--- src/rtl/seqdiv_pkg.sv ---
package seqdiv_pkg;
  typedef enum logic [0:0] {
    DV_IDLE = 1'b0,
    DV_RUN  = 1'b1
  } dv_state_t;
endpackage

--- src/rtl/seqdiv_step.sv ---
module seqdiv_step #(
  parameter int N = 8
) (
  input  logic [N:0]   part_in,
  input  logic [N-1:0] quo_in,
  input  logic [N-1:0] dvs_in,
  output logic [N:0]   part_out,
  output logic [N-1:0] quo_out
);
  logic [N:0] shifted;
  logic [N:0] trial;

  always_comb begin
    shifted = {part_in[N-1:0], quo_in[N-1]};
    trial   = shifted - {1'b0, dvs_in};
    if (trial[N]) begin
      part_out = shifted;
      quo_out  = {quo_in[N-2:0], 1'b0};
    end else begin
      part_out = trial;
      quo_out  = {quo_in[N-2:0], 1'b1};
    end
  end
endmodule

--- src/rtl/seqdiv_ctrl.sv ---
module seqdiv_ctrl
  import seqdiv_pkg::*;
#(
  parameter int N = 8
) (
  input  logic clk,
  input  logic rst_n,
  input  logic start,
  input  logic ovf_hit,
  output logic load,
  output logic step,
  output logic busy,
  output logic done
);
  localparam int CW = $clog2(N + 1);
  localparam logic [CW-1:0] ITER = CW'(N);
  localparam logic [CW-1:0] ONE  = CW'(1);

  dv_state_t     state_q, state_n;
  logic [CW-1:0] cnt_q, cnt_n;
  logic          done_q, done_n;
  logic          cnt_en;

  always_comb begin
    state_n = state_q;
    cnt_n   = cnt_q;
    done_n  = 1'b0;
    load    = 1'b0;
    step    = 1'b0;
    cnt_en  = 1'b0;
    unique case (state_q)
      DV_IDLE: begin
        if (start) begin
          load = 1'b1;
          if (ovf_hit) begin
            done_n = 1'b1;
          end else begin
            state_n = DV_RUN;
            cnt_n   = ITER;
            cnt_en  = 1'b1;
          end
        end
      end
      DV_RUN: begin
        step   = 1'b1;
        cnt_en = 1'b1;
        cnt_n  = cnt_q - ONE;
        if (cnt_q == ONE) begin
          state_n = DV_IDLE;
          done_n  = 1'b1;
        end
      end
      default: state_n = DV_IDLE;
    endcase
  end

  always_ff @(posedge clk or negedge rst_n) begin
    if (!rst_n) begin
      state_q <= DV_IDLE;
      cnt_q   <= '0;
      done_q  <= 1'b0;
    end else begin
      state_q <= state_n;
      done_q  <= done_n;
      if (cnt_en) cnt_q <= cnt_n;
    end
  end

  assign busy = (state_q == DV_RUN);
  assign done = done_q;

  p_done_pulse_r6: assert property (@(posedge clk) disable iff (!rst_n)
    done_q |=> !done_q);

  p_count_down_r5: assert property (@(posedge clk) disable iff (!rst_n)
    (busy && cnt_q != ONE) |=> (busy && cnt_q == $past(cnt_q) - ONE));

  p_start_ignored_r8: assert property (@(posedge clk) disable iff (!rst_n)
    busy |-> !load);
endmodule

--- src/rtl/seqdiv_restore.sv ---
module seqdiv_restore #(
  parameter int N = 8
) (
  input  logic           clk,
  input  logic           rst_n,
  input  logic           start,
  input  logic [2*N-1:0] dividend,
  input  logic [N-1:0]   divisor,
  output logic           done,
  output logic [N-1:0]   quotient,
  output logic [N-1:0]   remainder,
  output logic           ovf_flag
);
  logic rst_meta, rst_s;
  always_ff @(posedge clk or negedge rst_n) begin
    if (!rst_n) begin
      rst_meta <= 1'b0;
      rst_s    <= 1'b0;
    end else begin
      rst_meta <= 1'b1;
      rst_s    <= rst_meta;
    end
  end

  logic [N:0]   part_q, part_d;
  logic [N-1:0] quo_q, quo_d;
  logic [N-1:0] dvs_q;
  logic         ovf_q;
  logic         load, step, busy;
  logic         ovf_hit;
  logic [N:0]   part_nx;
  logic [N-1:0] quo_nx;

  assign ovf_hit = (dividend[2*N-1:N] >= divisor);

  seqdiv_ctrl #(.N(N)) ctrl_i (
    .clk     (clk),
    .rst_n   (rst_s),
    .start   (start),
    .ovf_hit (ovf_hit),
    .load    (load),
    .step    (step),
    .busy    (busy),
    .done    (done)
  );

  seqdiv_step #(.N(N)) step_i (
    .part_in  (part_q),
    .quo_in   (quo_q),
    .dvs_in   (dvs_q),
    .part_out (part_nx),
    .quo_out  (quo_nx)
  );

  always_comb begin
    part_d = part_q;
    quo_d  = quo_q;
    if (load) begin
      part_d = {1'b0, dividend[2*N-1:N]};
      quo_d  = dividend[N-1:0];
    end else if (step) begin
      part_d = part_nx;
      quo_d  = quo_nx;
    end
  end

  always_ff @(posedge clk or negedge rst_s) begin
    if (!rst_s) begin
      part_q <= '0;
      quo_q  <= '0;
      dvs_q  <= '0;
      ovf_q  <= 1'b0;
    end else begin
      if (load || step) begin
        part_q <= part_d;
        quo_q  <= quo_d;
      end
      if (load) begin
        dvs_q <= divisor;
        ovf_q <= ovf_hit;
      end
    end
  end

  assign quotient  = quo_q;
  assign remainder = part_q[N-1:0];
  assign ovf_flag  = ovf_q;

  p_ovf_fast_r3: assert property (@(posedge clk) disable iff (!rst_s)
    (load && ovf_hit) |=> (done && ovf_flag && !busy));

  p_ovf_sticky_r7: assert property (@(posedge clk) disable iff (!rst_s)
    !load |=> $stable(ovf_flag));

  p_result_hold_r9: assert property (@(posedge clk) disable iff (!rst_s)
    (!load && !step) |=> ($stable(quotient) && $stable(remainder)));

  p_rem_below_div_r2: assert property (@(posedge clk) disable iff (!rst_s)
    (done && !ovf_flag) |-> (part_q < {1'b0, dvs_q}));
endmodule

--- config.mk ---
export PLATFORM = sky130hd
export DESIGN_NAME = seqdiv_restore
export DESIGN_NICKNAME = d
export VERILOG_FILES = /design/src/rtl/seqdiv_pkg.sv /design/src/rtl/seqdiv_step.sv /design/src/rtl/seqdiv_ctrl.sv /design/src/rtl/seqdiv_restore.sv
export SDC_FILE = /design/constraint.sdc
export NUM_CORES = 1
export LEC_CHECK = 0
export BUFFER_PORTS_ARGS = -buffer_cell sky130_fd_sc_hd__clkbuf_2
export CAP_MARGIN = 20
export CORE_MARGIN = 2
export CORE_UTILIZATION = 59
export DETAILED_ROUTE_END_ITERATION = 12
export PLACE_DENSITY = 0.91
export SLEW_MARGIN = 20
export SYNTH_ARGS = -nofsm -noshare
export SYNTH_HDL_FRONTEND = slang
export SYNTH_SLANG_ARGS = --single-unit
--- constraint.sdc ---
create_clock -name clk -period 1.6 [get_ports clk]
set_input_delay 0.32 -clock clk [delete_from_list [all_inputs] [get_ports clk]]
set_output_delay 0.32 -clock clk [all_outputs]
set_load 0.01 [all_outputs]
==> impl_metrics.json <==
{
  "run_status": "complete, but fails checks",
  "violations": "setup timing",
  "setup_viol": 9,
  "antenna_cells": 0,
  "synth_top_family_by_area": "compound AO/OA/AOI/OAI gates",
  "clk_latency_ps": 350,
  "avgSynthCellArea_sq_um": 9.21,
  "rows": 21,
  "finalPower_w": 0.00752,
  "drc": 0,
  "cap_violations": 0,
  "worst_pin_slew_ps": 515,
  "final.setup.worst_slack_ps": -655,
  "cp.arrival_ps": 2480,
  "grt.total_usage": 0.339,
  "ys_types": 41,
  "synth-main-ff-cell": "dfrtp_1",
  "drtAntennaViolNets": 0,
  "skew_ps": 15.7,
  "min_to": "dvs_q[4]$_DFFE_PN0P_",
  "cts-root-buf": "clkbuf_4",
  "synth_area_sq_mm": 0.00214,
  "cts_sinks": 33,
  "hold_depth": 3,
  "synthArstFlopShare": 1.00,
  "firstDrtPassIters": 4,
  "slew_headroom": 0.648,
  "vias": 2297,
  "place_area_sq_mm": 0.00276,
  "critPathKind": "register to register",
  "grt_max_degree": 33,
  "seq_area_frac_synth": 0.387,
  "synth.most_common_cell": "dfrtp_1",
  "grt_pass1_vias": 2288,
  "synth_top_area_cell": "dfrtp_1",
  "worstReg2RegEnd": "part_q[5]$_DFFE_PN0P_",
  "rsz0062_at_grt": "true",
  "h-tree-depth": 2,
  "grt_overflow": 0,
  "r2r_slack_ps": -660,
  "finish.instance_area_sq_mm": 0.00291,
  "hold_path_class": "primary input to register",
  "start_util": 0.625,
  "gp_congestion": 0.926,
  "hpwl_mm": 4.78,
  "synth-simple-area-share": 0.127,
  "cts_buffer_depth": 2,
  "synthMuxAreaShare": 0.0609,
  "fillers": 193,
  "fp.coreArea_sq_mm": 0.00342,
  "critPathRequiredTime_ps": 1820,
  "grt_pass1_wl_mm": 10.6,
  "dpl.cell_count": 363,
  "final_cells": 378,
  "cts_tree": "built",
  "end_kind": "register",
  "synth_fa_ha_area_frac": 0.115,
  "period_share": 1.41,
  "clk_pin_slew_ps": 120,
  "power_density_mw_per_mm2": 2580,
  "synthCells": 232,
  "antenna_found_initial": 0,
  "leakagePower_nw": 1.48,
  "synth-compound-area-share": 0.223,
  "fmax_mhz": 443,
  "routedWlPerCell_microns": 18.0,
  "crit_path_max_fanout": 8,
  "routed_wl_mm": 6.82,
  "synth_top_area_share": 0.387,
  "hold_viol_final": 0,
  "die_w_microns": 64.2,
  "synth_xor_area_frac": 0.0328,
  "yosys_warnings": 0,
  "timing.rr.start": "quotient[7]$_DFFE_PN0P_",
  "port_buffers": 44,
  "cp-start-kind": "register",
  "synth_nets": 278,
  "dieHeight_microns": 64.2,
  "io-pin-count": 45,
  "min_period_ps": 2260,
  "ys_top_cells_by_area": "dfrtp_1, ha_1, mux2i_1",
  "synth_commonest_cells": "dfrtp_1, nand2_1, o21ai_0",
  "drt-initial-drc-count": 205,
  "nets": 377,
  "cts_buffers": 5,
  "slew_violations": 0,
  "worst_r2r_path_depth": 9,
  "synth_edf_count": 0,
  "hp-start": "divisor[4]",
  "drive_gt1_frac": 0.373,
  "viasPerCell": 6.08,
  "die-area_sq_mm": 0.00412,
  "ys_seq_elements": 33,
  "syn_to_final_growth_pct": 36.4,
  "vdd_drop_max_mv": 1.72
}
cell type report:
type                            instances  area [sq um]  area share
Timing Repair Buffer                  100           647       0.222
Sequential cell                        33           826       0.283
Inverter                               21          78.8      0.0271
Multi-Input combinational cell        170          1250       0.429
Tap cell                               46          57.6      0.0198
Clock inverter                          3          17.5     0.00601
Clock buffer                            5          37.5      0.0129
power by group:
part	internal, W	total (W)	switching, W
combinational	0.00248	0.00551	0.00303
clock	0.000166	0.000484	0.000318
sequential	0.00125	0.00153	0.000280
kinds of logic (layout without fill, tap and decap cells):
family / count (synthesis) / count (layout)
flip-flops: 33 / 33
XOR/XNOR: 8 / 8
adder cells (fa/ha/maj): 19 / 19
multiplexers: 13 / 13
buffers and inverters: 29 / 129
AND/OR/NAND/NOR: 58 / 58
other: 1 / 1
AO/OA/AOI/OAI: 71 / 71
critical path, cell delays in order, from the launching register on:
cell and delay, ps:
dfrtp_1 410, inv_1 70, ha_2 190, inv_2 40, fa_2 370, a211oi_4 300
or4_4 210, o21ai_4 100, o41ai_2 360, a31oi_1 70
flip-flops by register name (all words and copies together), names as in the netlist:
| register | flops |
|---|---|
| ctrl_i.busy | 1 |
| ctrl_i.cnt_q | 4 |
| part_q | 8 |
| ctrl_i.done | 1 |
| quotient | 8 |
| dvs_q | 8 |
| ovf_flag | 1 |
| rst_s | 1 |
| rst_meta | 1 |
per-layer routing:
metal / part of all wire / track usage / routed length (microns)
met1: 0.36 / 0.392 / 2450
met2: 0.51 / 0.577 / 3500
met3: 0.080 / 0.100 / 547
met4: 0.047 / 0.154 / 323
met5: 0 / 0 / 0
placed cells by master, fill, tap and decap left out, types with 3 or more instances in the layout:
cell type  count
a211oi_1       5
a21o_1         4
a21oi_1       10
a31oi_1        5
buf_4         54
clkbuf_2      44
clkbuf_4       5
dfrtp_1       33
ha_1          17
inv_1         20
mux2i_1       13
nand2_1       26
nand3_1        4
nor2_1        11
nor2b_1        5
nor4_1         3
o21a_1         4
o21ai_0       21
o21ai_1        6
xnor2_1        3
xor2_1         4
how the worst max path moves through the flow:
| stage | depth (start not counted) | slack (ps) | to | from |
|---|---|---|---|---|
| after floorplan | 9 | -460 | part_q[0]$_DFFE_PN0P_ | quotient[7]$_DFFE_PN0P_ |
| after global placement | 9 | -440 | part_q[0]$_DFFE_PN0P_ | quotient[7]$_DFFE_PN0P_ |
| after detailed placement | 9 | -610 | part_q[3]$_DFFE_PN0P_ | quotient[7]$_DFFE_PN0P_ |
| after CTS | 9 | -560 | part_q[0]$_DFFE_PN0P_ | quotient[7]$_DFFE_PN0P_ |
| after global routing | 9 | -750 | part_q[5]$_DFFE_PN0P_ | quotient[7]$_DFFE_PN0P_ |
| final | 9 | -660 | part_q[5]$_DFFE_PN0P_ | quotient[7]$_DFFE_PN0P_ |
through the flow:
stage / utilization / setup slack [ps] / hold slack (ps) / setup TNS [ps]
after detailed placement: 0.808 / -605 / 109 / -6180
after global routing: 0.853 / -746 / 210 / -5860
after floorplan: - / -462 / 24.4 / -3490
final: 0.853 / -655 / 201 / -5390
after global placement: 0.808 / -442 / 105 / -4400
after CTS: 0.839 / -559 / 202 / -4580
timing repair:
item | 4_1_cts | 5_1_grt
gates resized for setup | 7 | 4
hold buffers | 1 | 0
cloned | 0 | 0
setup buffers | 2 | 4
setup endpoints to repair | 9 | 9
endpoints found under the hold margin | 2 | 0
pin swaps | 3 | 7
No activity file was read; power rests on OpenSTA's default activity.
